$ cat src/rtl/bp_hyst_pkg.sv
package bp_hyst_pkg;

    // Upper bit: current prediction (1 = taken).
    // Lower bit: most recent resolved outcome (1 = taken).
    typedef enum logic [1:0] {
        HS_NT_FIRM = 2'b00,
        HS_NT_WARN = 2'b01,
        HS_TK_WARN = 2'b10,
        HS_TK_FIRM = 2'b11
    } hyst_state_e;

    function automatic logic hyst_predict(hyst_state_e s);
        return s[1];
    endfunction

    function automatic hyst_state_e hyst_alloc(logic taken);
        return taken ? HS_TK_FIRM : HS_NT_FIRM;
    endfunction

endpackage

$ cat src/rtl/bp_hyst_fsm.sv
module bp_hyst_fsm
    import bp_hyst_pkg::*;
(
    input  hyst_state_e cur_state,
    input  logic        outcome_taken,
    output hyst_state_e nxt_state
);

    always_comb begin
        nxt_state = cur_state;
        unique case (cur_state)
            HS_NT_FIRM: nxt_state = outcome_taken ? HS_NT_WARN : HS_NT_FIRM;
            HS_NT_WARN: nxt_state = outcome_taken ? HS_TK_FIRM : HS_NT_FIRM;
            HS_TK_WARN: nxt_state = outcome_taken ? HS_TK_FIRM : HS_NT_FIRM;
            HS_TK_FIRM: nxt_state = outcome_taken ? HS_TK_FIRM : HS_TK_WARN;
            default:    nxt_state = HS_NT_FIRM;
        endcase
    end

endmodule

$ cat src/rtl/bp_hyst_entry.sv
module bp_hyst_entry
    import bp_hyst_pkg::*;
#(
    parameter int TAG_W = 26
) (
    input  logic             clk,
    input  logic             rst_n,
    input  logic             wr_en,
    input  logic [TAG_W-1:0] wr_tag,
    input  logic             wr_taken,
    output logic             rd_valid,
    output logic [TAG_W-1:0] rd_tag,
    output hyst_state_e      rd_state
);

    logic             valid_q;
    logic [TAG_W-1:0] tag_q;
    hyst_state_e      state_q;
    hyst_state_e      state_adv;
    logic             wr_match;

    bp_hyst_fsm u_fsm (
        .cur_state     (state_q),
        .outcome_taken (wr_taken),
        .nxt_state     (state_adv)
    );

    assign wr_match = valid_q && (tag_q == wr_tag);

    always_ff @(posedge clk) begin
        if (!rst_n) begin
            valid_q <= 1'b0;
            tag_q   <= '0;
            state_q <= HS_NT_FIRM;
        end else if (wr_en) begin
            if (wr_match) begin
                state_q <= state_adv;
            end else begin
                valid_q <= 1'b1;
                tag_q   <= wr_tag;
                state_q <= hyst_alloc(wr_taken);
            end
        end
    end

    assign rd_valid = valid_q;
    assign rd_tag   = tag_q;
    assign rd_state = state_q;

endmodule

$ cat src/rtl/bp_hyst_table.sv
module bp_hyst_table
    import bp_hyst_pkg::*;
#(
    parameter int PC_W    = 32,
    parameter int IDX_W   = 4,
    parameter int ALIGN_W = 2
) (
    input  logic            clk,
    input  logic            rst_n,
    input  logic [PC_W-1:0] lk_pc,
    output logic            lk_hit,
    output logic            lk_taken,
    input  logic            upd_valid,
    input  logic [PC_W-1:0] upd_pc,
    input  logic            upd_taken
);

    localparam int ENTRIES = 1 << IDX_W;
    localparam int TAG_LO  = ALIGN_W + IDX_W;
    localparam int TAG_W   = PC_W - TAG_LO;

    logic [IDX_W-1:0] lk_idx;
    logic [TAG_W-1:0] lk_tag;
    logic [IDX_W-1:0] upd_idx;
    logic [TAG_W-1:0] upd_tag;

    logic             ent_valid [ENTRIES];
    logic [TAG_W-1:0] ent_tag   [ENTRIES];
    hyst_state_e      ent_state [ENTRIES];

    assign lk_idx  = lk_pc[TAG_LO-1:ALIGN_W];
    assign lk_tag  = lk_pc[PC_W-1:TAG_LO];
    assign upd_idx = upd_pc[TAG_LO-1:ALIGN_W];
    assign upd_tag = upd_pc[PC_W-1:TAG_LO];

    for (genvar i = 0; i < ENTRIES; i++) begin : g_ent
        logic sel;
        assign sel = upd_valid && (upd_idx == IDX_W'(i));
        bp_hyst_entry #(.TAG_W(TAG_W)) u_ent (
            .clk      (clk),
            .rst_n    (rst_n),
            .wr_en    (sel),
            .wr_tag   (upd_tag),
            .wr_taken (upd_taken),
            .rd_valid (ent_valid[i]),
            .rd_tag   (ent_tag[i]),
            .rd_state (ent_state[i])
        );
    end

    always_comb begin
        lk_hit   = ent_valid[lk_idx] && (ent_tag[lk_idx] == lk_tag);
        lk_taken = lk_hit && hyst_predict(ent_state[lk_idx]);
    end

endmodule

$ cat config.mk
export PLATFORM = sky130hd
export DESIGN_NAME = bp_hyst_table
export DESIGN_NICKNAME = d
export VERILOG_FILES = /design/src/rtl/bp_hyst_pkg.sv /design/src/rtl/bp_hyst_fsm.sv /design/src/rtl/bp_hyst_entry.sv /design/src/rtl/bp_hyst_table.sv
export SDC_FILE = /design/constraint.sdc
export NUM_CORES = 1
export LEC_CHECK = 0
export ABC_CLOCK_PERIOD_IN_PS = 4800
export BUFFER_PORTS_ARGS = -buffer_cell sky130_fd_sc_hd__buf_2
export CORE_UTILIZATION = 57
export CTS_BUF_LIST = sky130_fd_sc_hd__clkbuf_16
export CTS_CLUSTER_DIAMETER = 200
export CTS_CLUSTER_SIZE = 25
export DETAILED_ROUTE_END_ITERATION = 16
export GPL_ROUTABILITY_DRIVEN = 0
export HOLD_SLACK_MARGIN = 0.02
export PLACE_DENSITY = 0.75
export REMOVE_ABC_BUFFERS = 1
export SETUP_SLACK_MARGIN = 0.3
export SYNTH_ARGS = -nofsm -noshare
export SYNTH_HDL_FRONTEND = slang
export SYNTH_SLANG_ARGS = --single-unit
$ cat constraint.sdc
create_clock -name clk -period 4.8 [get_ports clk]
set_clock_uncertainty 0.15 [all_clocks]
set_input_delay 1.2 -clock clk [delete_from_list [all_inputs] [get_ports clk]]
set_output_delay 1.2 -clock clk [all_outputs]
set_load 0.005 [all_outputs]
==> metrics.txt <==
status complete, but fails checks; failing checks negative setup slack; Ports 70; Setup violations, final 2; kind of critical path input pin to primary output; yosys warns 0; vias per inst 6.368; CTS Hold Buffers Added 0; worst endpoint required time 3.45 ns; RSZ-0062 raised after global routing yes; Clock transition at path regs approximately 0.11 ns; Total Power just over 7 mW; first-pass GRT wire length between 100000 and 150000 µm; fill count about 3500; DIE AREA around 46000 µm²; fmax 0.1922 GHz; Tightest Pin Transition 1.194 ns; Post-synth ARST share 0%; crit path launch type input pin; Rel. slew slack 20.21%; Clock Path Buffers 3; worst-skew pair later-pin latency 0.59 ns; Hold Crit Class flip-flop to flip-flop; Detailed Route Iter0 Violations 3045; largest net degree at the start of global routing ~120; chip width 215.6 µm; top post-synthesis cells by area dfxtp_1 36%, mux2i_1 18%, xnor2_1 14%, mux4_2 8.0%, nor2_1 7.1%; Syn Std Cell Area approximately 26000 µm²; Leakage between 9 and 10 nW; Hold WS 0.3446 ns; Starting Density roughly 58%; Max H-tree Level 1; commonest cells in the netlist 494 x nor2_1, 473 x mux2i_1, 464 x dfxtp_1; utilization after layout 63.69%; WP data arrival 3.85 ns; CTS tree done; Synth area leader dfxtp_1; post-synthesis cell count 2652; NumNets Final 2769; Synth top area share between 30% and 40%; fin crit share 108.4%; Placement Rows 77; synthesized flop and latch total around 460; most frequent cell after synthesis nor2_1; HPWL after DPL 60960 µm; I/O Buffers 65; Synth cell types 48; Final WS setup -0.4020 ns; total gr overflow 0; Core ar. approximately 45000 µm²; DR vias 20770; Root Driver clkbuf_16; # clock sinks 464; DRC Markers 0; crit-path max FO 7; Num CTS Buffers 22; MaxCap Viol Count 0; mean post-synth cell area about 9.8 µm²; ant diodes 0; Post-DRT Antenna Nets 0; DR WL/cell 25.47 µm; initial antenna violation count 2; WL final between 80000 and 90000 µm; layout cells sized above 1 15.14%; sequential fraction of the synthesis area a little over a third; total track usage a little over a third; Hold Violations, Final 0; min Tclk post-route roughly 5.2 ns; DR pass1 iterations 6; Primary FF master, synth dfxtp_1; chip height 215.6 µm; vias in the first global route 19760; Final Slew Violations 0; Area Growth Syn to Fin 9.294%; Post-synth EDFFs 0; Critical Path End Type primary output; Peak VDD IR 0.1954 mV; Pwr Density 253.4 nW/µm²
## state kept, by name, indices dropped and copies added, names as in the netlist
register,cells
g_ent.u_ent.rd_tag,416
g_ent.u_ent.rd_valid,16
g_ent.u_ent.rd_state,32
## stage by stage
step / instances / TNS [ns] / worst slack [ns] / area (µm²)
after floorplan: 2413 / -1619.11 / -3.505 / 24880
after global placement: 3223 / -1.189 / -0.6199 / 27450
after detailed placement: 3223 / -1.183 / -0.6071 / 27450
after CTS: 3258 / -0.7021 / -0.3567 / 28290
after global routing: 3261 / -0.8724 / -0.4529 / 28410
final: 3261 / -0.7839 / -0.4020 / 28410
## metal layers
metal  vias up  part of all wire, %  global-route usage [%]
li1       9087                    -                       -
met1     10260                   41                   49.61
met2      1247                   43                   52.24
met3       172                   12                   8.245
met4         2                  3.9                   11.84
met5         -                0.016                       0
## what timing repair did
action,CTS,global route
hold endpoints to repair,0,0
endpoints found under the setup margin,2,2
pin swaps,6,6
buffers inserted,9,3
resized for setup,26,27
gates cloned,2,0
## power breakdown
| part | switching, mW | total [mW] | internal, mW | leakage [nW] |
|---|---|---|---|---|
| sequential | 0.0566 | 3.96 | 3.90 | 3.75 |
| clock | 1.30 | 2.17 | 0.867 | 0.290 |
| combinational | 0.642 | 1.07 | 0.433 | 5.26 |
| total | 2.00 | 7.20 | 5.20 | 9.30 |
## worst max-delay path, cell delays in order
cell and delay [ns]:
buf_16 0.15, buf_12 0.13, mux4_1 0.55, mux4_2 0.50, xnor2_2 0.17, nand3_2 0.13, or4_4 0.58, nor4b_4 0.27
buf_2 0.16
## cells in the final DEF, fill, tap and decap left out, types with 32 or more instances in the layout
cell and n:
xnor2_1 403, xor2_1 39, buf_4 130, inv_1 58, dfxtp_1 464, mux2i_1 468
nand4_1 98, nor2_1 491, nand2_1 33, mux4_2 94, buf_2 62, ha_1 32
## cells by family (layout without fill, tap and decap cells)
kind of cell / after synthesis / after routing / synth area share (%)
compound gates: 95 / 95 / 2.561
xor+xnor: 445 / 445 / 14.99
mux: 585 / 585 / 27.40
simple gates: 732 / 732 / 12.63
fa+ha+maj: 32 / 32 / 1.540
flops: 464 / 464 / 35.73
buf+inv: 299 / 316 / 5.150
## worst paths after layout
path / startpoint / end / slack [ns] / cells after the start
max: lk_pc[4] / lk_taken / -0.40 / 9
min: g_ent[0].u_ent.rd_state[0] / g_ent[0].u_ent.rd_state[0] / 0.34 / 2
max reg2reg: g_ent[9].u_ent.rd_tag[18] / g_ent[9].u_ent.rd_tag[6] / 1.60 / 9
min reg2reg: g_ent[0].u_ent.rd_state[0] / g_ent[0].u_ent.rd_state[0] / 0.34 / 2
## layout make-up
type	count	area, µm²	share of cell area, %
Sequential cell	464	9289	32.69
Tap cell	592	740.7	2.607
Inverter	60	232.7	0.8191
Timing Repair Buffer	232	2012	7.082
Multi-Input combinational cell	1889	15540	54.71
Clock buffer	23	575.6	2.026
Clock inverter	1	16.27	0.05725
Note: power is estimated with default switching activity, not from simulation.
